### config.mk
export PLATFORM = sky130hd
export DESIGN_NAME = wdt_lockable
export DESIGN_NICKNAME = d
export VERILOG_FILES = /design/src/rtl/wdt_pkg.sv /design/src/rtl/wdt_regs.sv /design/src/rtl/wdt_core.sv /design/src/rtl/wdt_lockable.sv
export SDC_FILE = /design/constraint.sdc
export NUM_CORES = 1
export LEC_CHECK = 0
export ABC_AREA = 1
export ABC_CLOCK_PERIOD_IN_PS = 4400
export BUFFER_PORTS_ARGS = -buffer_cell sky130_fd_sc_hd__clkbuf_2
export CORE_MARGIN = 10
export CORE_UTILIZATION = 37
export CTS_CLUSTER_DIAMETER = 50
export DETAILED_ROUTE_END_ITERATION = 10
export GPL_TIMING_DRIVEN = 0
export PLACE_DENSITY = 0.68
export SYNTH_ARGS = -nofsm -noshare
export SYNTH_HDL_FRONTEND = slang
export SYNTH_SLANG_ARGS = --single-unit
### constraint.sdc
create_clock -name pclk -period 4.4 [get_ports pclk]
set_input_delay 0.44 -clock pclk [delete_from_list [all_inputs] [get_ports pclk]]
set_output_delay 0.44 -clock pclk [all_outputs]
set_load 0.02 [all_outputs]
### src/rtl/wdt_pkg.sv
package wdt_pkg;

    localparam int unsigned BUS_W  = 32;
    localparam int unsigned OFS_W  = 12;

    localparam logic [OFS_W-1:0] OFS_RELOAD = 12'h000;
    localparam logic [OFS_W-1:0] OFS_COUNT  = 12'h004;
    localparam logic [OFS_W-1:0] OFS_CTRL   = 12'h008;
    localparam logic [OFS_W-1:0] OFS_ICLR   = 12'h00C;
    localparam logic [OFS_W-1:0] OFS_RAW    = 12'h010;
    localparam logic [OFS_W-1:0] OFS_MASKED = 12'h014;
    localparam logic [OFS_W-1:0] OFS_GUARD  = 12'hC00;

    localparam logic [BUS_W-1:0] GUARD_KEY  = 32'h1ACC_E551;

    localparam int unsigned CTRL_RUN_BIT = 0;
    localparam int unsigned CTRL_RST_BIT = 1;

endpackage

### src/rtl/wdt_regs.sv
module wdt_regs
    import wdt_pkg::*;
#(
    parameter int unsigned CNT_W = 32
) (
    input  logic             clk,
    input  logic             rst_n,
    input  logic             psel,
    input  logic             penable,
    input  logic             pwrite,
    input  logic [OFS_W-1:0] paddr,
    input  logic [BUS_W-1:0] pwdata,
    output logic [BUS_W-1:0] prdata,
    input  logic [CNT_W-1:0] count,
    input  logic             raw_irq,
    output logic [CNT_W-1:0] reload_val,
    output logic [CNT_W-1:0] load_now,
    output logic             load_strobe,
    output logic             clr_strobe,
    output logic             run_en,
    output logic             rst_allow,
    output logic             guarded
);

    typedef struct packed {
        logic [CNT_W-1:0] reload;
        logic             run;
        logic             rst_ok;
        logic             guard;
    } reg_state_t;

    reg_state_t st_d, st_q;

    logic wr_acc;
    logic wr_open;
    logic rd_acc;

    always_comb begin
        st_d        = st_q;
        wr_acc      = psel && penable && pwrite;
        wr_open     = wr_acc && !st_q.guard;
        load_strobe = 1'b0;
        clr_strobe  = 1'b0;
        load_now    = st_q.reload;

        if (wr_acc && (paddr == OFS_GUARD)) begin
            st_d.guard = (pwdata != GUARD_KEY);
        end

        if (wr_open) begin
            case (paddr)
                OFS_RELOAD: begin
                    st_d.reload = pwdata[CNT_W-1:0];
                    load_now    = pwdata[CNT_W-1:0];
                    load_strobe = 1'b1;
                end
                OFS_CTRL: begin
                    st_d.run    = pwdata[CTRL_RUN_BIT];
                    st_d.rst_ok = pwdata[CTRL_RST_BIT];
                end
                OFS_ICLR: begin
                    load_strobe = 1'b1;
                    clr_strobe  = 1'b1;
                end
                default: ;
            endcase
        end
    end

    always_ff @(posedge clk or negedge rst_n) begin
        if (!rst_n) begin
            st_q.reload <= '1;
            st_q.run    <= 1'b0;
            st_q.rst_ok <= 1'b0;
            st_q.guard  <= 1'b0;
        end else begin
            st_q <= st_d;
        end
    end

    always_comb begin
        rd_acc = psel && !pwrite;
        prdata = '0;
        if (rd_acc) begin
            case (paddr)
                OFS_RELOAD: prdata[CNT_W-1:0] = st_q.reload;
                OFS_COUNT:  prdata[CNT_W-1:0] = count;
                OFS_CTRL: begin
                    prdata[CTRL_RUN_BIT] = st_q.run;
                    prdata[CTRL_RST_BIT] = st_q.rst_ok;
                end
                OFS_RAW:    prdata[0] = raw_irq;
                OFS_MASKED: prdata[0] = raw_irq && st_q.run;
                OFS_GUARD:  prdata[0] = st_q.guard;
                default:    prdata = '0;
            endcase
        end
    end

    assign reload_val = st_q.reload;
    assign run_en     = st_q.run;
    assign rst_allow  = st_q.rst_ok;
    assign guarded    = st_q.guard;

endmodule

### src/rtl/wdt_core.sv
module wdt_core #(
    parameter int unsigned CNT_W = 32
) (
    input  logic             clk,
    input  logic             rst_n,
    input  logic             step,
    input  logic             run_en,
    input  logic             rst_allow,
    input  logic             load_strobe,
    input  logic [CNT_W-1:0] load_now,
    input  logic [CNT_W-1:0] reload_val,
    input  logic             clr_strobe,
    output logic [CNT_W-1:0] count,
    output logic             raw_irq,
    output logic             rst_req
);

    typedef struct packed {
        logic [CNT_W-1:0] cnt;
        logic             irq;
        logic             rst;
    } core_state_t;

    core_state_t cs_d, cs_q;

    always_comb begin
        cs_d = cs_q;
        if (load_strobe) begin
            cs_d.cnt = load_now;
        end else if (step && run_en) begin
            if (cs_q.cnt == '0) begin
                cs_d.cnt = reload_val;
                cs_d.irq = 1'b1;
                if (cs_q.irq && rst_allow) begin
                    cs_d.rst = 1'b1;
                end
            end else begin
                cs_d.cnt = cs_q.cnt - 1'b1;
            end
        end
        if (clr_strobe) begin
            cs_d.irq = 1'b0;
        end
    end

    always_ff @(posedge clk or negedge rst_n) begin
        if (!rst_n) begin
            cs_q.cnt <= '1;
            cs_q.irq <= 1'b0;
            cs_q.rst <= 1'b0;
        end else begin
            cs_q <= cs_d;
        end
    end

    assign count   = cs_q.cnt;
    assign raw_irq = cs_q.irq;
    assign rst_req = cs_q.rst;

endmodule

### src/rtl/wdt_lockable.sv
module wdt_lockable
    import wdt_pkg::*;
#(
    parameter int unsigned CNT_W = 32
) (
    input  logic             pclk,
    input  logic             presetn,
    input  logic             psel,
    input  logic             penable,
    input  logic             pwrite,
    input  logic [11:0]      paddr,
    input  logic [31:0]      pwdata,
    output logic [31:0]      prdata,
    input  logic             cnt_tick,
    input  logic             cnt_en,
    output logic             irq_o,
    output logic             rst_o
);

    logic [CNT_W-1:0] count;
    logic [CNT_W-1:0] reload_val;
    logic [CNT_W-1:0] load_now;
    logic             load_strobe;
    logic             clr_strobe;
    logic             run_en;
    logic             rst_allow;
    logic             guarded;
    logic             raw_irq;
    logic             step;

    assign step = cnt_tick && cnt_en;

    wdt_regs #(.CNT_W(CNT_W)) u_regs (
        .clk         (pclk),
        .rst_n       (presetn),
        .psel        (psel),
        .penable     (penable),
        .pwrite      (pwrite),
        .paddr       (paddr),
        .pwdata      (pwdata),
        .prdata      (prdata),
        .count       (count),
        .raw_irq     (raw_irq),
        .reload_val  (reload_val),
        .load_now    (load_now),
        .load_strobe (load_strobe),
        .clr_strobe  (clr_strobe),
        .run_en      (run_en),
        .rst_allow   (rst_allow),
        .guarded     (guarded)
    );

    wdt_core #(.CNT_W(CNT_W)) u_core (
        .clk         (pclk),
        .rst_n       (presetn),
        .step        (step),
        .run_en      (run_en),
        .rst_allow   (rst_allow),
        .load_strobe (load_strobe),
        .load_now    (load_now),
        .reload_val  (reload_val),
        .clr_strobe  (clr_strobe),
        .count       (count),
        .raw_irq     (raw_irq),
        .rst_req     (rst_o)
    );

    assign irq_o = raw_irq && run_en;

endmodule

==> flow_summary.json <==
{
  "worst_path_largest_cell_delay_ns": 0.32,
  "cts.sinks": 69,
  "p_leak_uw": 0.00361,
  "criticalPathCategory": "input pin to output port",
  "synth_top_area_share": 0.289,
  "rr_startpoint": "u_regs.run_en$_DFFE_PN0P_",
  "hold_path.class": "input pin to flop",
  "antenna_found_initial": 0,
  "relSlewSlack": 0.559,
  "setup_viol": 0,
  "status": "completed",
  "nFillCells": 1695,
  "die-width_um": 145,
  "ys_seq_area_frac": 0.310,
  "max-cap-violations": 0,
  "nNetsFinal": 1107,
  "avgSynthCellArea_um2": 6.08,
  "grt_util_all_layers": 0.196,
  "critPathRequiredTime_ns": 3.96,
  "critical_path_depth": 10,
  "yosysWarnings": 0,
  "antenna_cells": 0,
  "cellPowerDensity_nw_per_um2": 254,
  "fmax_ghz": 0.378,
  "post_drt_wl_per_cell_um": 16.2,
  "period_needed_ns": 2.65,
  "hold_viol_final": 0,
  "grt_overflow": 0,
  "routabilityCongestion": 0.987,
  "clkTransAtPathRegs_ns": 0.06,
  "num_rows": 45,
  "setup_tns_ns": 0,
  "viasPerCell": 4.99,
  "r2r_setup_slack_ns": 2.43,
  "placed_cell_area_um2": 6540,
  "ys_types": 33,
  "synth_compound_area_frac": 0.0507,
  "area_growth_pct": 17.6,
  "irDropWorstVdd_mv": 0.208,
  "pre_cts_ws_ns": 1.80,
  "synth_nets": 1010,
  "drc": 0,
  "synthTopCellsByArea": "dfstp_2 29%, nand2_1 18%, inv_1 11%, nor2_1 8.5%, nand3_1 8.3%",
  "grt_pass1_wl_um": 33700,
  "synthSimpleGateAreaFrac": 0.476,
  "setup_slack_ns": 1.75,
  "cp_slowest_cell": "o22ai_1",
  "slew_viol_final": 0,
  "drt-pass1-iter-count": 5,
  "cts_buffer_depth": 2,
  "ys_ff_latch": 69,
  "synth_top_area_cell": "dfstp_2",
  "initial_utilization": 0.380,
  "final_common_cell": "nand2_1",
  "ant_nets": 0,
  "synth_xor_area_frac": 0.00752,
  "worstSetupStartpoint": "paddr[1]",
  "grt_max_degree": 65,
  "critPathCapture": "prdata[30]",
  "finalWirelength_um": 20500,
  "synth.area.mux_share": 0,
  "final_area_um2": 6850,
  "path_delay_family": "simple AND/OR/NAND/NOR gates",
  "drtIter0Drc": 556,
  "final_cell_mix": "274 x nand2_1, 169 x inv_1, 132 x nor2_1",
  "numCtsBuffers": 9,
  "numPortBuffers": 84,
  "path_max_fanout": 10,
  "netlist_instances": 957,
  "rsz0062_at_grt": "false",
  "netlist_area_um2": 5820,
  "fin_crit_sh": 0.602,
  "cp.arrival_ns": 2.21,
  "rr_endpoint": "u_core.count[16]$_DFFE_PN1P_",
  "cp-start-kind": "input pin",
  "fin_skew_ns": 0.00539,
  "synthAdderAreaFrac": 0.00430,
  "worst_pin_slew_ns": 0.661,
  "reg2reg_depth": 7,
  "clock-root-buffer": "clkbuf_16",
  "synth_top_family_by_area": "simple AND/OR/NAND/NOR gates",
  "fin_util": 0.447,
  "cts-htree-levels": 3,
  "fp.dieH_um": 145,
  "die-area_um2": 21200,
  "grt_pass1_vias": 6474,
  "clk_latency_ns": 0.35,
  "layout-drive-gt1-share": 0.203,
  "core-area_um2": 15300,
  "crit_chain": "clkbuf_2 -> nor2_1 -> nand2_1 -> nor2_4 -> nand2_2 -> buf_1 -> o22ai_1 -> inv_1 -> nor2_1 -> clkbuf_2",
  "ios": 85,
  "cts_repair_resize_count": 0,
  "route.vias.total": 6331,
  "path_buf_inv": 4,
  "crit_path_end_kind": "output port",
  "dp_hpwl_um": 16000,
  "tritoncts": "yes"
}
## worst min-delay path by stage
stage / startpoint / endpoint / slack, ns / cells after the start
after CTS: pwdata[5] / u_regs.reload_val[5]$_DFFE_PN1P_ / 0.30 / 3
after global placement: u_core.rst_req$_DFFE_PN0P_ / u_core.rst_req$_DFFE_PN0P_ / 0.50 / 1
final: pwdata[7] / u_regs.reload_val[7]$_DFFE_PN1P_ / 0.32 / 3
after floorplan: presetn / u_core.raw_irq$_DFFE_PN0P_ / 0.14 / 0
after detailed placement: presetn / u_regs.guarded$_DFFE_PN0P_ / 0.30 / 1
after global routing: pwdata[5] / u_regs.reload_val[5]$_DFFE_PN1P_ / 0.35 / 3
## tightest hold or removal path, cell delays in order
cell	delay, ns
clkbuf_2	0.09
nand2_1	0.06
nand2_1	0.06
## flip-flops by register name, summed over array words and instances, names as in the netlist
signal	cells
u_regs.rst_allow	1
u_regs.run_en	1
u_regs.guarded	1
u_core.count	32
u_core.raw_irq	1
u_regs.reload_val	32
u_core.rst_req	1
## cell usage after synthesis
library cell and instances:
nand2_2 5, dfrtp_1 5, ha_1 2, and2_1 27, nor2_1 132, o21ai_0 12
inv_2 4, o21a_1 2, buf_2 17, nor4_1 6, nor2_4 5, nand3_2 3
buf_4 4, o22ai_1 27, clkbuf_1 7, nor3_1 1, nor3b_1 1, o21ai_1 2
buf_1 5, nand4_1 61, a31oi_1 1, nor2_2 6, nand3b_1 1, buf_6 6
dfstp_2 64, and3_1 1, xor2_1 5, a21boi_0 1, nand2_1 274, inv_1 169
nand3_1 96, o21bai_1 1, a21oi_1 4
## per-stage QoR
step	total power, uW	std cells	hold slack [ns]
floorplan	867	957	0.144
global placement	985	1252	0.501
detailed placement	993	1253	0.298
CTS	1750	1270	0.300
global route	1830	1270	0.348
finish	1740	1270	0.318
## where the power goes
| group | leakage, uW | switching, uW | internal, uW | total (uW) |
|---|---|---|---|---|
| Clock | 0.000140 | 300 | 452 | 752 |
| Combinational | 0.00273 | 238 | 101 | 340 |
| Sequential | 0.000736 | 5.61 | 645 | 650 |
| Total | 0.00361 | 544 | 1200 | 1740 |
## cell families after synthesis
kind of cell,count (synthesis)
xor+xnor,5
flops,69
compound gates,50
buf+inv,212
simple gates,619
fa+ha+maj,2
## area by class of cell
cell class              count  area [um^2]  share of cell area
multi-input cells         676         3140               0.458
flip-flops and latches     69         1810               0.264
inverters                 173          649              0.0948
repair buffers             86          460              0.0672
well taps                 211          264              0.0386
clock buffers              10          239              0.0349
plain buffers              39          228              0.0333
clock inverters             6         62.6             0.00914
## routing by layer
layer	track usage	vias up	share of wire	routed length [um]
met4	0.0698	0	0.023	477
met1	0.264	2903	0.47	9730
li1	-	3215	-	-
met5	0	-	0	0
met3	0.0345	26	0.055	1130
met2	0.307	187	0.45	9210
## timing repair
item,4_1_cts,5_1_grt
hold buffers,1,0
endpoints found under the setup margin,0,0
hold endpoints to repair,1,0
buffers inserted,0,0
(Power assumes the default switching activity.)
